`config.mk`:
```
export PLATFORM = sky130hd
export DESIGN_NAME = lpm_ctrl
export DESIGN_NICKNAME = d
export VERILOG_FILES = /design/src/rtl/lpm_pkg.sv /design/src/rtl/lpm_tick.sv /design/src/rtl/lpm_qual.sv /design/src/rtl/lpm_cond.sv /design/src/rtl/lpm_ctrl.sv
export SDC_FILE = /design/constraint.sdc
export NUM_CORES = 1
export LEC_CHECK = 0
export BUFFER_PORTS_ARGS = -buffer_cell sky130_fd_sc_hd__buf_2
export CELL_PAD_IN_SITES_DETAIL_PLACEMENT = 1
export CELL_PAD_IN_SITES_GLOBAL_PLACEMENT = 1
export CORE_MARGIN = 5
export CORE_UTILIZATION = 35
export DETAILED_ROUTE_END_ITERATION = 12
export PLACE_DENSITY = 0.87
export SLEW_MARGIN = 25
export SYNTH_ARGS = -nofsm -noshare
export SYNTH_HDL_FRONTEND = slang
export SYNTH_SLANG_ARGS = --single-unit
```
`constraint.sdc`:
```
create_clock -name clk -period 3.15 [get_ports clk]
set_input_delay 0.315 -clock clk [delete_from_list [all_inputs] [get_ports clk]]
set_output_delay 0.315 -clock clk [all_outputs]
set_load 0.01 [all_outputs]
```
`src/rtl/lpm_pkg.sv`:
```
package lpm_pkg;

  typedef enum logic [2:0] {
    ST_OFF    = 3'd0,
    ST_UP_REG = 3'd1,
    ST_UP_AUX = 3'd2,
    ST_ACTIVE = 3'd3,
    ST_SLEEP  = 3'd4,
    ST_STBY   = 3'd5
  } lp_state_e;

  typedef enum logic [1:0] {
    SRC_ANALOG = 2'b00,
    SRC_PWM    = 2'b01,
    SRC_FREQ   = 2'b10,
    SRC_REG    = 2'b11
  } spd_src_e;

endpackage

```
`src/rtl/lpm_tick.sv`:
```
module lpm_tick #(
  parameter int DIV = 50
) (
  input  logic clk,
  input  logic rst,
  output logic tick
);
  localparam int W = (DIV > 1) ? $clog2(DIV) : 1;
  localparam logic [W-1:0] LAST = W'(DIV - 1);

  logic [W-1:0] cnt;

  always_ff @(posedge clk) begin
    if (rst) begin
      cnt  <= '0;
      tick <= 1'b0;
    end else if (cnt == LAST) begin
      cnt  <= '0;
      tick <= 1'b1;
    end else begin
      cnt  <= cnt + 1'b1;
      tick <= 1'b0;
    end
  end
endmodule

```
`src/rtl/lpm_qual.sv`:
```
module lpm_qual #(
  parameter int CW = 12
) (
  input  logic          clk,
  input  logic          rst,
  input  logic          en,
  input  logic          cond,
  input  logic          tick,
  input  logic [CW-1:0] limit,
  output logic          done
);
  logic [CW-1:0] cnt;
  logic          hold;

  assign hold = en && cond;

  always_ff @(posedge clk) begin
    if (rst || !hold) begin
      cnt <= '0;
    end else if (tick && (cnt != '1)) begin
      cnt <= cnt + 1'b1;
    end
  end

  assign done = hold && (cnt >= limit);

  // a broken condition discards accumulated time
  a_r9_restart_on_drop: assert property (@(posedge clk) disable iff (rst)
    !(en && cond) |=> (cnt == '0));
endmodule

```
`src/rtl/lpm_cond.sv`:
```
module lpm_cond
  import lpm_pkg::*;
#(
  parameter int CNT_W = 12,
  parameter int SPD_W = 8
) (
  input  logic             to_sleep,
  input  logic             in_sleep,
  input  logic [1:0]       src,
  input  logic [1:0]       ent_sel,
  input  logic             wake_lo,
  input  logic             wake_hi,
  input  logic             ana_below,
  input  logic             ana_above,
  input  logic             duty_below,
  input  logic             duty_above,
  input  logic             freq_below,
  input  logic             freq_above,
  input  logic [SPD_W-1:0] dig,
  input  logic [SPD_W-1:0] dig_ent,
  input  logic [SPD_W-1:0] dig_ex,
  input  logic [CNT_W-1:0] t_ana,
  input  logic [CNT_W-1:0] t_lp,
  input  logic [CNT_W-1:0] t_wake,
  output logic             ent_c,
  output logic [CNT_W-1:0] ent_t,
  output logic             ex_c,
  output logic [CNT_W-1:0] ex_t
);
  logic       dig_lo, dig_hi, long_ana;
  spd_src_e   s;

  assign s        = spd_src_e'(src);
  assign dig_lo   = dig < dig_ent;
  assign dig_hi   = dig > dig_ex;
  assign long_ana = (ent_sel == 2'b10) || (ent_sel == 2'b11);

  always_comb begin
    ent_c = 1'b0;
    ent_t = '0;
    if (to_sleep) begin
      unique case (s)
        SRC_ANALOG: begin ent_c = ana_below; ent_t = long_ana ? t_lp : t_ana; end
        SRC_PWM,
        SRC_FREQ:   begin ent_c = wake_lo; ent_t = t_lp; end
        default:    ent_c = wake_lo;
      endcase
    end else begin
      unique case (s)
        SRC_ANALOG: ent_c = ana_below;
        SRC_PWM:    begin ent_c = duty_below; ent_t = t_lp; end
        SRC_FREQ:   begin ent_c = freq_below; ent_t = t_lp; end
        default:    ent_c = wake_lo || dig_lo;
      endcase
    end
  end

  always_comb begin
    ex_c = 1'b0;
    ex_t = '0;
    if (in_sleep) begin
      unique case (s)
        SRC_ANALOG: ex_c = ana_above;
        SRC_PWM,
        SRC_FREQ:   begin ex_c = wake_hi; ex_t = t_wake; end
        default:    ex_c = wake_hi;
      endcase
    end else begin
      unique case (s)
        SRC_ANALOG: ex_c = ana_above;
        SRC_PWM:    begin ex_c = duty_above; ex_t = t_wake; end
        SRC_FREQ:   begin ex_c = freq_above; ex_t = t_wake; end
        default:    ex_c = wake_hi && dig_hi;
      endcase
    end
  end
endmodule

```
`src/rtl/lpm_ctrl.sv`:
```
module lpm_ctrl
  import lpm_pkg::*;
#(
  parameter int TICK_DIV = 50,
  parameter int CNT_W    = 12,
  parameter int SPD_W    = 8
) (
  input  logic             clk,
  input  logic             rst,
  input  logic             lp_sleep_sel,
  input  logic [1:0]       spd_src,
  input  logic [1:0]       ent_time_sel,
  input  logic             wake_lo,
  input  logic             wake_hi,
  input  logic             ana_below_ent,
  input  logic             ana_above_exit,
  input  logic             duty_below_ent,
  input  logic             duty_above_exit,
  input  logic             freq_below_ent,
  input  logic             freq_above_exit,
  input  logic [SPD_W-1:0] dig_speed,
  input  logic [SPD_W-1:0] dig_ent_thr,
  input  logic [SPD_W-1:0] dig_exit_thr,
  input  logic [CNT_W-1:0] t_ana_det,
  input  logic [CNT_W-1:0] t_lp_det,
  input  logic [CNT_W-1:0] t_wake_det,
  output logic             gate_en,
  output logic             reg_en,
  output logic             amp_en,
  output logic             bus_en,
  output logic             fault_n
);
  lp_state_e        state;
  logic             tick;
  logic             in_active, in_low, in_sleep;
  logic             ent_c, ex_c, ent_done, ex_done;
  logic [CNT_W-1:0] ent_t, ex_t;

  assign in_active = (state == ST_ACTIVE);
  assign in_sleep  = (state == ST_SLEEP);
  assign in_low    = in_sleep || (state == ST_STBY);

  lpm_tick #(.DIV(TICK_DIV)) u_tick (
    .clk(clk), .rst(rst), .tick(tick)
  );

  lpm_cond #(.CNT_W(CNT_W), .SPD_W(SPD_W)) u_cond (
    .to_sleep(lp_sleep_sel), .in_sleep(in_sleep), .src(spd_src),
    .ent_sel(ent_time_sel), .wake_lo(wake_lo), .wake_hi(wake_hi),
    .ana_below(ana_below_ent), .ana_above(ana_above_exit),
    .duty_below(duty_below_ent), .duty_above(duty_above_exit),
    .freq_below(freq_below_ent), .freq_above(freq_above_exit),
    .dig(dig_speed), .dig_ent(dig_ent_thr), .dig_ex(dig_exit_thr),
    .t_ana(t_ana_det), .t_lp(t_lp_det), .t_wake(t_wake_det),
    .ent_c(ent_c), .ent_t(ent_t), .ex_c(ex_c), .ex_t(ex_t)
  );

  lpm_qual #(.CW(CNT_W)) u_ent_q (
    .clk(clk), .rst(rst), .en(in_active), .cond(ent_c), .tick(tick),
    .limit(ent_t), .done(ent_done)
  );

  lpm_qual #(.CW(CNT_W)) u_ex_q (
    .clk(clk), .rst(rst), .en(in_low), .cond(ex_c), .tick(tick),
    .limit(ex_t), .done(ex_done)
  );

  always_ff @(posedge clk) begin
    if (rst) begin
      state <= ST_OFF;
    end else begin
      unique case (state)
        ST_OFF:    if (tick) state <= ST_UP_REG;
        ST_UP_REG: if (tick) state <= ST_UP_AUX;
        ST_UP_AUX: if (tick) state <= ST_ACTIVE;
        ST_ACTIVE: if (ent_done) state <= lp_sleep_sel ? ST_SLEEP : ST_STBY;
        ST_SLEEP:  if (ex_done) state <= ST_UP_REG;
        ST_STBY:   if (ex_done) state <= ST_UP_AUX;
        default:   state <= ST_OFF;
      endcase
    end
  end

  always_ff @(posedge clk) begin
    if (rst) begin
      reg_en  <= 1'b0;
      amp_en  <= 1'b0;
      bus_en  <= 1'b0;
      gate_en <= 1'b0;
      fault_n <= 1'b0;
    end else begin
      reg_en  <= state inside {ST_UP_REG, ST_UP_AUX, ST_ACTIVE, ST_STBY};
      amp_en  <= state inside {ST_UP_AUX, ST_ACTIVE, ST_STBY};
      bus_en  <= state inside {ST_UP_AUX, ST_ACTIVE, ST_STBY};
      gate_en <= in_active;
      fault_n <= state inside {ST_UP_REG, ST_UP_AUX, ST_ACTIVE, ST_STBY};
    end
  end

  // gate drivers come up only after amplifier, bus and regulators
  a_r2_gate_last: assert property (@(posedge clk) disable iff (rst)
    $rose(gate_en) |-> ($past(amp_en) && $past(bus_en) && $past(reg_en)));

  // amplifier comes up only after regulators
  a_r2_amp_after_reg: assert property (@(posedge clk) disable iff (rst)
    $rose(amp_en) |-> $past(reg_en));

  // sleep switches every enable off
  a_r3_sleep_all_off: assert property (@(posedge clk) disable iff (rst)
    in_sleep |=> (!reg_en && !amp_en && !bus_en && !gate_en));

  // fault pin released while running
  a_r10_fault_released: assert property (@(posedge clk) disable iff (rst)
    in_active |=> fault_n);

  // fault pin low in sleep
  a_r10_fault_low_sleep: assert property (@(posedge clk) disable iff (rst)
    in_sleep |=> !fault_n);
endmodule

```
==> impl_metrics.toml <==
[global_routing]
antenna_found_initial = 0
grt_first_pass_wirelength_um = 13800
globalRouteOverflowTotal = 0
gr-usage-all-layers_pct = 16.3
grt_pass1_vias = 3105
grt_max_degree = 13

[layout]
fin_area_um2 = 3580
drive_gt1_share_pct = 22.1
area_growth_pct = 19.1
final_cells = 558
nets = 574
num_antenna_cells = 0
final_util_pct = 43.1

[floorplan]
die_h_um = 103
fp.dieArea_um2 = 10500
rows = 33
num_io_pins = 80
coreArea_um2 = 8300
start_util_pct = 36.2
die_w_um = 103

[synthesis]
synth_cells = 374
avgSynthCellArea_um2 = 8.04
syn-cell-area_um2 = 3010
ys_top_cells_by_area = "dfxtp_1 25%, ha_1 20%, nor2_1 6.1%"
async_flop_share_pct = 0
synth_seq_cells = 37
synth_top_cells_by_count = "49 x nor2_1, 47 x ha_1, 46 x nand2_1"
synth_flop_cell = "dfxtp_1"
synthDistinctLibCells = 54
syn_nets = 496
synth_top_area_share_pct = 24.6
yosysMostFrequentCell = "nor2_1"
yosys.area.top_type = "dfxtp_1"
yosysWarningCount = 0
synth-edff-count = 0
ys_seq_area_share_pct = 24.6

[sta]
final.setup.tns_ns = 0
max_freq_ghz = 0.342
tightestPinTransition_ns = 0.580
skew_ns = 0.00741
post-route-min-period_ns = 2.92
finalHoldViolations = 0
period_share_pct = 92.8
setup_viol = 0
worst_slack_ns = 0.228
rsz0062_at_grt = "no"
final_max_slew_viol_count = 0
slew-limit-headroom_pct = 61.1

[setup_path]
critPathLaunchType = "input port"
crit_start = "spd_src[0]"
worstPathCellList = "buf_2 > inv_1 > ha_1 > a31o_2 > a22o_1 > nand2_1 > ha_1 > nand2_1 > or4_1 > o211a_1 > a211oi_2 > a21oi_1 > a2111oi_2"
cp_top_family = "compound AO/OA/AOI/OAI gates"
cp.buffers_inverters = 2
r2r-start = "u_ent_q.cnt[0]$_SDFFE_PP0P_"
max_stage_delay_ns = 0.50
cp_data_required_time_ns = 3.33
arrival_ns = 3.10
critical_path_class = "input port to flop"
crit_fanout = 12
cp_slowest_cell = "or4_1"
cp-end-kind = "flop"

[clocking]
cts_tree = "done"
htree_num_levels = 2
cts_root_buffer = "clkbuf_8"
cts.sinks = 37
clkTransAtPathRegs_ns = 0.07
clk_path_buf_depth = 2
cts_hold_buf = 0
cts_setup_buffers = 0
cts_resized = 0
insertion_delay_ns = 0.29
cts_buffers = 5

[power]
peakVddDrop_v = 0.000160
power_density_nw_per_um2 = 284
leakage_uw = 0.00156

[placement]
port-buffer-count = 78
dpl.cell_count = 550
gp_congestion = 0.842
place_ws_ns = -0.0541
hpwl_um = 6980
place_area_um2 = 3500

[route]
first_pass_iters = 4
wl_per_cell_um = 15.1
vias = 2953
vias_per_cell = 5.29
totalWireLength_um = 8420
drcViolationCount = 0
detail_route.iter0.violations = 57
ant_nets = 0

[min_path]
hold_start = "rst"
hp-class = "input port to flop"

[run_status]
status = "finished clean"

[job]
drv_cap = 0
[placed cells by master, fill, tap and decap left out, types with 4 or more instances in the layout]
cell	instances
nand3_1	12
o21ai_0	8
nand4_1	8
nand2_1	46
inv_1	27
clkbuf_8	5
buf_2	78
buf_4	5
dfxtp_1	37
nor3_1	10
xor2_1	4
a31oi_1	4
a22o_1	11
xnor2_1	21
a211o_1	4
nor2_1	49
a21o_1	4
nand2b_1	7
ha_1	47
a21oi_1	14
[layer usage]
| layer | vias up | routed length (um) | track usage, % |
|---|---|---|---|
| met4 | 0 | 146 | 5.45 |
| met5 | - | 0 | 0 |
| met2 | 58 | 4270 | 31.1 |
| met1 | 1402 | 3640 | 18.5 |
| met3 | 11 | 369 | 1.89 |
| li1 | 1482 | - | - |
[per-stage QoR]
step           hold slack [ns]  power, uW
5_1_grt                  0.373       1080
4_1_cts                  0.363       1030
2_1_floorplan            0.433        614
6_report                 0.364       1020
3_3_place_gp             0.448        690
3_5_place_dp             0.465        703
[worst paths after layout]
path	to	cells past startpoint	slack (ns)
worst max-delay path	state[2]$_SDFFE_PP0P_	13	0.23
worst min-delay path	u_tick.tick$_SDFF_PP0_	2	0.36
worst max register to register	state[0]$_SDFFE_PP0P_	8	0.78
worst min register to register	u_tick.cnt[0]$_SDFF_PP0_	1	0.48
[logic make-up after synthesis]
| logic type | share of synthesized area, % |
|---|---|
| AND/OR/NAND/NOR | 24.3 |
| AO/OA/AOI/OAI | 17.9 |
| adder cells (fa/ha/maj) | 19.6 |
| buffers and inverters | 5.66 |
| flip-flops | 24.6 |
| XOR/XNOR | 7.28 |
| multiplexers | 0.666 |
[sequential cells by signal, summed over array words and instances, names as in the netlist]
register	count
u_ent_q.cnt	12
u_ex_q.cnt	12
u_tick.cnt	6
state	3
bus_en	1
fault_n	1
gate_en	1
u_tick.tick	1
[worst reg2reg max path: cells and delay by family (launching register included)]
family / cells / cell delay (ns)
buf+inv: 1 / 0.11
simple gates: 1 / 0.28
flops: 1 / 0.41
fa+ha+maj: 1 / 0.29
compound gates: 5 / 1.19
[final cells by class]
| cell class | count | area [um^2] |
|---|---|---|
| multi-input combinational | 298 | 2100 |
| timing repair buffer | 83 | 428 |
| sequential | 37 | 741 |
| fill | 1045 | 4720 |
| clock inverter | 2 | 10.0 |
| tap | 105 | 131 |
| inverter | 27 | 101 |
| clock buffer | 6 | 72.6 |
[power breakdown]
group          switching [uW]  internal [uW]
Clock                     172            154
Combinational             110            108
Sequential               3.22            471
Power figures use the tool's default switching activity.
